### config.mk
export PLATFORM = sky130hd
export DESIGN_NAME = rdq_part_classifier
export DESIGN_NICKNAME = d
export VERILOG_FILES = /design/src/rtl/rdq_pkg.sv /design/src/rtl/rdq_classifier.sv /design/src/rtl/rdq_cap_calc.sv /design/src/rtl/rdq_credit_pool.sv /design/src/rtl/rdq_part_classifier.sv
export SDC_FILE = /design/constraint.sdc
export NUM_CORES = 1
export LEC_CHECK = 0
export BUFFER_PORTS_ARGS = -buffer_cell sky130_fd_sc_hd__clkbuf_2
export CAP_MARGIN = 20
export CELL_PAD_IN_SITES_DETAIL_PLACEMENT = 0
export CELL_PAD_IN_SITES_GLOBAL_PLACEMENT = 1
export CORE_ASPECT_RATIO = 0.8
export CORE_MARGIN = 2
export CORE_UTILIZATION = 45
export CTS_BUF_LIST = sky130_fd_sc_hd__clkbuf_4 sky130_fd_sc_hd__clkbuf_8
export CTS_CLUSTER_DIAMETER = 40
export DETAILED_ROUTE_END_ITERATION = 6
export GPL_TIMING_DRIVEN = 0
export PLACE_DENSITY = 0.88
export SYNTH_ARGS = -nofsm -noshare
export SYNTH_HDL_FRONTEND = slang
export SYNTH_SLANG_ARGS = --single-unit
### constraint.sdc
create_clock -name clk -period 9.4 [get_ports clk]
set_input_delay 1.88 -clock clk [delete_from_list [all_inputs] [get_ports clk]]
set_output_delay 1.88 -clock clk [all_outputs]
set_load 0.02 [all_outputs]
### src/rtl/rdq_pkg.sv
package rdq_pkg;

   typedef enum logic [1:0] {
      CLS_LOW_RD  = 2'd0,
      CLS_HIGH_RD = 2'd1,
      CLS_NORM_WR = 2'd2,
      CLS_VAR_WR  = 2'd3
   } rd_class_e;

   localparam int NPOOL   = 3;
   localparam int POOL_LO = 0;
   localparam int POOL_HI = 1;
   localparam int POOL_WR = 2;

   localparam logic [1:0] TAG_RD_LOW  = 2'd0;
   localparam logic [1:0] TAG_RD_VAR  = 2'd1;
   localparam logic [1:0] TAG_RD_HIGH = 2'd2;

   function automatic logic [NPOOL-1:0] pool_sel(input rd_class_e c);
      logic [NPOOL-1:0] s;
      s = '0;
      case (c)
         CLS_LOW_RD:  s[POOL_LO] = 1'b1;
         CLS_HIGH_RD: s[POOL_HI] = 1'b1;
         default:     s[POOL_WR] = 1'b1;
      endcase
      return s;
   endfunction

endpackage

### src/rtl/rdq_classifier.sv
module rdq_classifier
   import rdq_pkg::*;
(
   input  logic       is_write,
   input  logic [1:0] prio,
   input  logic       force_low_n,
   output rd_class_e  cls,
   output logic       bypass_ok
);

   rd_class_e rd_cls;
   rd_class_e wr_cls;

   always_comb begin
      if (!force_low_n) begin
         rd_cls = CLS_LOW_RD;
      end else if (prio == TAG_RD_VAR || prio == TAG_RD_HIGH) begin
         rd_cls = CLS_HIGH_RD;
      end else begin
         rd_cls = CLS_LOW_RD;
      end
   end

   always_comb begin
      if (force_low_n && prio[0]) wr_cls = CLS_VAR_WR;
      else                        wr_cls = CLS_NORM_WR;
   end

   assign cls       = is_write ? wr_cls : rd_cls;
   assign bypass_ok = force_low_n;

endmodule

### src/rtl/rdq_cap_calc.sv
module rdq_cap_calc
   import rdq_pkg::*;
#(
   parameter int CAM_DEPTH = 64,
   parameter int WR_DEPTH  = 32,
   parameter int FW        = $clog2(CAM_DEPTH),
   parameter int CNT_W     = 8
)(
   input  logic [FW-1:0]                field,
   input  logic                         ecc_en,
   output logic [NPOOL-1:0][CNT_W-1:0]  cap
);

   localparam logic [CNT_W-1:0] DEPTH_C = CNT_W'(CAM_DEPTH);
   localparam logic [CNT_W-1:0] WR_C    = CNT_W'(WR_DEPTH);
   localparam logic [CNT_W-1:0] ONE_C   = CNT_W'(1);

   logic [CNT_W-1:0] lo_raw;
   logic [CNT_W-1:0] rsv;

   always_comb begin
      lo_raw       = CNT_W'(field) + ONE_C;
      rsv          = ecc_en ? ONE_C : '0;
      cap[POOL_LO] = lo_raw - rsv;
      cap[POOL_HI] = DEPTH_C - lo_raw;
      cap[POOL_WR] = WR_C - rsv;
   end

endmodule

### src/rtl/rdq_credit_pool.sv
module rdq_credit_pool #(
   parameter int CNT_W = 8
)(
   input  logic             clk,
   input  logic             rst_n,
   input  logic [CNT_W-1:0] cap,
   input  logic             take_req,
   input  logic             give,
   output logic             avail,
   output logic             granted,
   output logic [CNT_W-1:0] used
);

   logic give_ok;

   assign avail   = used < cap;
   assign granted = take_req && avail;
   assign give_ok = give && (used != '0);

   always_ff @(posedge clk or negedge rst_n) begin
      if (!rst_n) begin
         used <= '0;
      end else if (granted && !give_ok) begin
         used <= used + 1'b1;
      end else if (give_ok && !granted) begin
         used <= used - 1'b1;
      end
   end

endmodule

### src/rtl/rdq_part_classifier.sv
module rdq_part_classifier
   import rdq_pkg::*;
#(
   parameter int CAM_DEPTH = 64,
   parameter int WR_DEPTH  = 32,
   parameter int FW        = $clog2(CAM_DEPTH)
)(
   input  logic          clk,
   input  logic          rst_n,
   input  logic [FW-1:0] cfg_lp_entries,
   input  logic          cfg_force_low_n,
   input  logic          cfg_ecc_en,
   input  logic          req_valid,
   input  logic          req_is_write,
   input  logic [1:0]    req_prio,
   input  logic          rel_lpr,
   input  logic          rel_hpr,
   input  logic          rel_wr,
   output logic [1:0]    req_class,
   output logic          req_accept,
   output logic          lpr_avail,
   output logic          hpr_avail,
   output logic          wr_avail,
   output logic          bypass_en
);

   localparam int MAXD  = (CAM_DEPTH > WR_DEPTH) ? CAM_DEPTH : WR_DEPTH;
   localparam int CNT_W = $clog2(MAXD + 1);

   generate
      if (CAM_DEPTH < 2 || (CAM_DEPTH & (CAM_DEPTH - 1)) != 0) begin : g_bad_depth
         $error("CAM_DEPTH must be a power of two of at least 2");
      end
      if (WR_DEPTH < 2) begin : g_bad_wr
         $error("WR_DEPTH must be at least 2");
      end
      if (FW != $clog2(CAM_DEPTH)) begin : g_bad_fw
         $error("FW must equal clog2(CAM_DEPTH)");
      end
   endgenerate

   rd_class_e                       cls;
   logic [NPOOL-1:0]                sel;
   logic [NPOOL-1:0]                rel_vec;
   logic [NPOOL-1:0]                grant;
   logic [NPOOL-1:0]                avail;
   logic [NPOOL-1:0][CNT_W-1:0]     cap;
   logic [NPOOL-1:0][CNT_W-1:0]     used_cnt;

   rdq_classifier u_cls (
      .is_write    (req_is_write),
      .prio        (req_prio),
      .force_low_n (cfg_force_low_n),
      .cls         (cls),
      .bypass_ok   (bypass_en)
   );

   rdq_cap_calc #(
      .CAM_DEPTH (CAM_DEPTH),
      .WR_DEPTH  (WR_DEPTH),
      .FW        (FW),
      .CNT_W     (CNT_W)
   ) u_cap (
      .field  (cfg_lp_entries),
      .ecc_en (cfg_ecc_en),
      .cap    (cap)
   );

   assign sel     = req_valid ? pool_sel(cls) : '0;
   assign rel_vec = {rel_wr, rel_hpr, rel_lpr};

   generate
      for (genvar i = 0; i < NPOOL; i++) begin : g_pool
         rdq_credit_pool #(.CNT_W(CNT_W)) u_pool (
            .clk      (clk),
            .rst_n    (rst_n),
            .cap      (cap[i]),
            .take_req (sel[i]),
            .give     (rel_vec[i]),
            .avail    (avail[i]),
            .granted  (grant[i]),
            .used     (used_cnt[i])
         );
      end
   endgenerate

   assign req_class  = cls;
   assign req_accept = |grant;
   assign lpr_avail  = avail[POOL_LO];
   assign hpr_avail  = avail[POOL_HI];
   assign wr_avail   = avail[POOL_WR];

endmodule

==> run metrics <==
Yosys cell types=44; Hold Startpoint=g_pool[2].u_pool.used[6]$_DFFE_PN0P_; Routed WL per cell=~14 um; DPL Wire Length=4196 um; top-area cell type share of the netlist area=0.2229; Die W=84.92 um; Starting Density=0.4681; Fin Clk Skew=0.0009655 ns; crit path cell chain=clkbuf_2 > ha_1 > inv_1 > ha_1 > nand2_1 > o21ai_0 > o21ai_0 > xnor2_1 > ha_1 > nand4_1 > nand3_1 > nor2_1 > nand2_1 > a31oi_1 > clkbuf_2; P_sw=about 0.00036 W; post-CTS setup buffers=0; type of destination of the critical path=primary output; cell area after synthesis=2357 um2; most used cell, CP=ha_1; Final setup viols=0; Gate Count Post-Synth=280; mean post-synth cell area=8.419 um2; Worst path slowest cell=ha_1; total track usage=0.1885; max_cap viols=0; CORE AREA=between 5000 and 6000 um2; Period minus WS final=roughly 6.4 ns; drt first pass iters=4; buffers and inverters on the worst path=3; total wire length=5176 um; worst slack at placement=approximately 3.0 ns; CTS tree=yes; status=finished, final reports clean; post_cts resized=0; Max FO, Critical Path=9; pin count of the biggest net entering global routing=22; clock root cell=clkbuf_8; synthesis warning total=0; slowest stage delay, CP=0.44 ns; kind of critical path=input port to primary output; initial antenna violation count=0; CTS clk-pin slew, worst paths=approximately 0.07 ns; WP data arrival=between 4 and 5 ns; final hold vios=0; CP Launch Point=cfg_lp_entries[0]; CP Data Required Time=about 7.5 ns; Clk pwr share=0.082; startpoint types=input port; Port Buffer Count=21; Max VDD drop=around 0.11 mV; Max Slew Vio Count=0; family with the most delay on the worst path=adder cells; Worst Slack Setup Final=between 2 and 3 ns; Post-synth ARST share=1.000; number of flip-flops in the largest register=21; P_leak=approximately 1.1 nW; Worst-Skew Late Latency=about 0.26 ns; Power Density=slightly below 300 nW/um2; Hold WC Path Type=register to register; Peak Freq=~160 MHz; vias=roughly 2100; total CTS buffers=3; ANT cells=0; row count=23; DRC errors left=0; Clock Path Buffers=2; vias in the first global route=1814; total negative setup slack=0 ns; sequential share of the synthesized area=0.2229; flops & latches, synth=21; routability cong.=about 0.82; synth top area cells=dfrtp_1 22%, ha_1 21%, xnor2_1 7.1%; Rel. slew slack=0.6419; number of synthesized flops with an enable pin=0; Final ANT Viol Nets=0; count leader, synth=ha_1; CTS Sinks=21; 1st-iter DRT viols=between 60 and 70; switching part of the total power=0.4771; worst slew pin tran=0.5371 ns; most frequent cells after synthesis=39 x ha_1, 38 x nand2_1, 25 x o21ai_0; H-tree level count=1; largest area contributor in the netlist=dfrtp_1; share of layout cells above drive strength 1=0.1180; die height=a little under 70 um; Final Cycle Share=0.6857; Syn Nets=about 340; NumNets Final=between 300 and 400; Largest regs=g_pool.u_pool.used: 21 flops; Die Area=between 5000 and 6000 um2; RSZ-0062 raised after global routing=false; worst reg2reg startpoint=g_pool[1].u_pool.used[2]$_DFFE_PN0P_; P_int=between 0.0003 and 0.0004 W; Via density=between 5 and 6; first-pass GRT wire length=8769 um; prevailing post-synth register cell=dfrtp_1; Top reg by flops=g_pool.u_pool.used; Boundary Pins=24; Area Growth Syn to Fin=9.819%; Hold-fix buffers, CTS=0; total gr overflow=0; Seq pwr share=0.274; logic gate share of total power=0.644
kinds of logic (layout without fill, tap and decap cells):
logic type      count (synthesis)  count (layout)  synth area share
simple gates                   87              87            0.1847
compound gates                 74              74            0.1884
fa+ha+maj                      42              42            0.2325
xor+xnor                       32              32            0.1189
flops                          21              21            0.2229
buf+inv                        21              46           0.03821
mux                             3               3           0.01433
through the flow:
stage | std cells | power [W] | util | hold slack, ns | area, um2
final | 367 | 0.0007556 | 0.5140 | 0.5087 | 2589
after global routing | 367 | 0.0008466 | 0.5140 | 0.5227 | 2589
after CTS | 367 | 0.0007593 | 0.5140 | 0.5104 | 2589
after detailed placement | 363 | 0.0006929 | 0.5043 | 0.4965 | 2540
after global placement | 363 | 0.0006762 | 0.5043 | 0.4894 | 2540
after floorplan | 280 | 0.0005766 | - | 0.4656 | 2357
area by class of cell:
cell class                      count  area [um2]
Multi-Input combinational cell    238        1742
Tap cell                           62       77.57
Buffer                              8       41.29
Sequential cell                    21       525.5
Fill cell                         475        2447
Timing Repair Buffer               21       105.1
Clock buffer                        4       48.80
Inverter                           13       48.80
routing by layer:
| layer | vias to the layer above | part of all wire | track usage |
|---|---|---|---|
| met2 | 40 | 0.38 | 0.2756 |
| met1 | 957 | 0.57 | 0.2892 |
| met5 | - | 0 | 0 |
| met4 | 0 | 0.017 | 0.05754 |
| met3 | 7 | 0.033 | 0.02262 |
| li1 | 1078 | - | - |
cell usage in the layout (no fill, tap or decap), types with 6 or more instances in the layout:
cell	synthesis	layout
xor2_1	13	13
nand3_1	6	6
o21ai_0	25	25
nor2_1	8	8
nor4_1	7	7
nand2_1	38	38
xnor2_1	19	19
clkbuf_2	0	21
inv_1	13	13
a21oi_1	22	22
dfrtp_1	21	21
ha_1	39	39
worst register-to-register path: cells and delay by family (launching register included):
kind / cells / cell delay (ns)
flip-flops: 1 / 0.44
XOR/XNOR: 1 / 0.16
buffers and inverters: 1 / 0.18
AND/OR/NAND/NOR: 5 / 1.18
adder cells (fa/ha/maj): 3 / 1.15
AO/OA/AOI/OAI: 3 / 0.51
power groups by stage:
| stage | Combinational (W) | Sequential (W) | Clock [W] |
|---|---|---|---|
| after floorplan | 0.000392 | 0.000185 | 0 |
| after global placement | 0.000470 | 0.000206 | 0 |
| after detailed placement | 0.000485 | 0.000208 | 0 |
| after CTS | 0.000488 | 0.000206 | 0.0000644 |
| after global routing | 0.000562 | 0.000216 | 0.0000686 |
| final | 0.000486 | 0.000207 | 0.0000623 |
path summary, 6_finish.rpt:
kind                       depth (start not counted)  slack [ns]                                    to
min in group asynchronous                          1        1.58  g_pool[1].u_pool.used[2]$_DFFE_PN0P_
min reg2reg                                        1        0.51  g_pool[2].u_pool.used[6]$_DFFE_PN0P_
max reg2reg                                       13        5.72  g_pool[1].u_pool.used[6]$_DFFE_PN0P_
max in group asynchronous                          1        7.46  g_pool[2].u_pool.used[0]$_DFFE_PN0P_
min                                                1        0.51  g_pool[2].u_pool.used[6]$_DFFE_PN0P_
max                                               15        2.95                            req_accept
(Power assumes the default switching activity.)
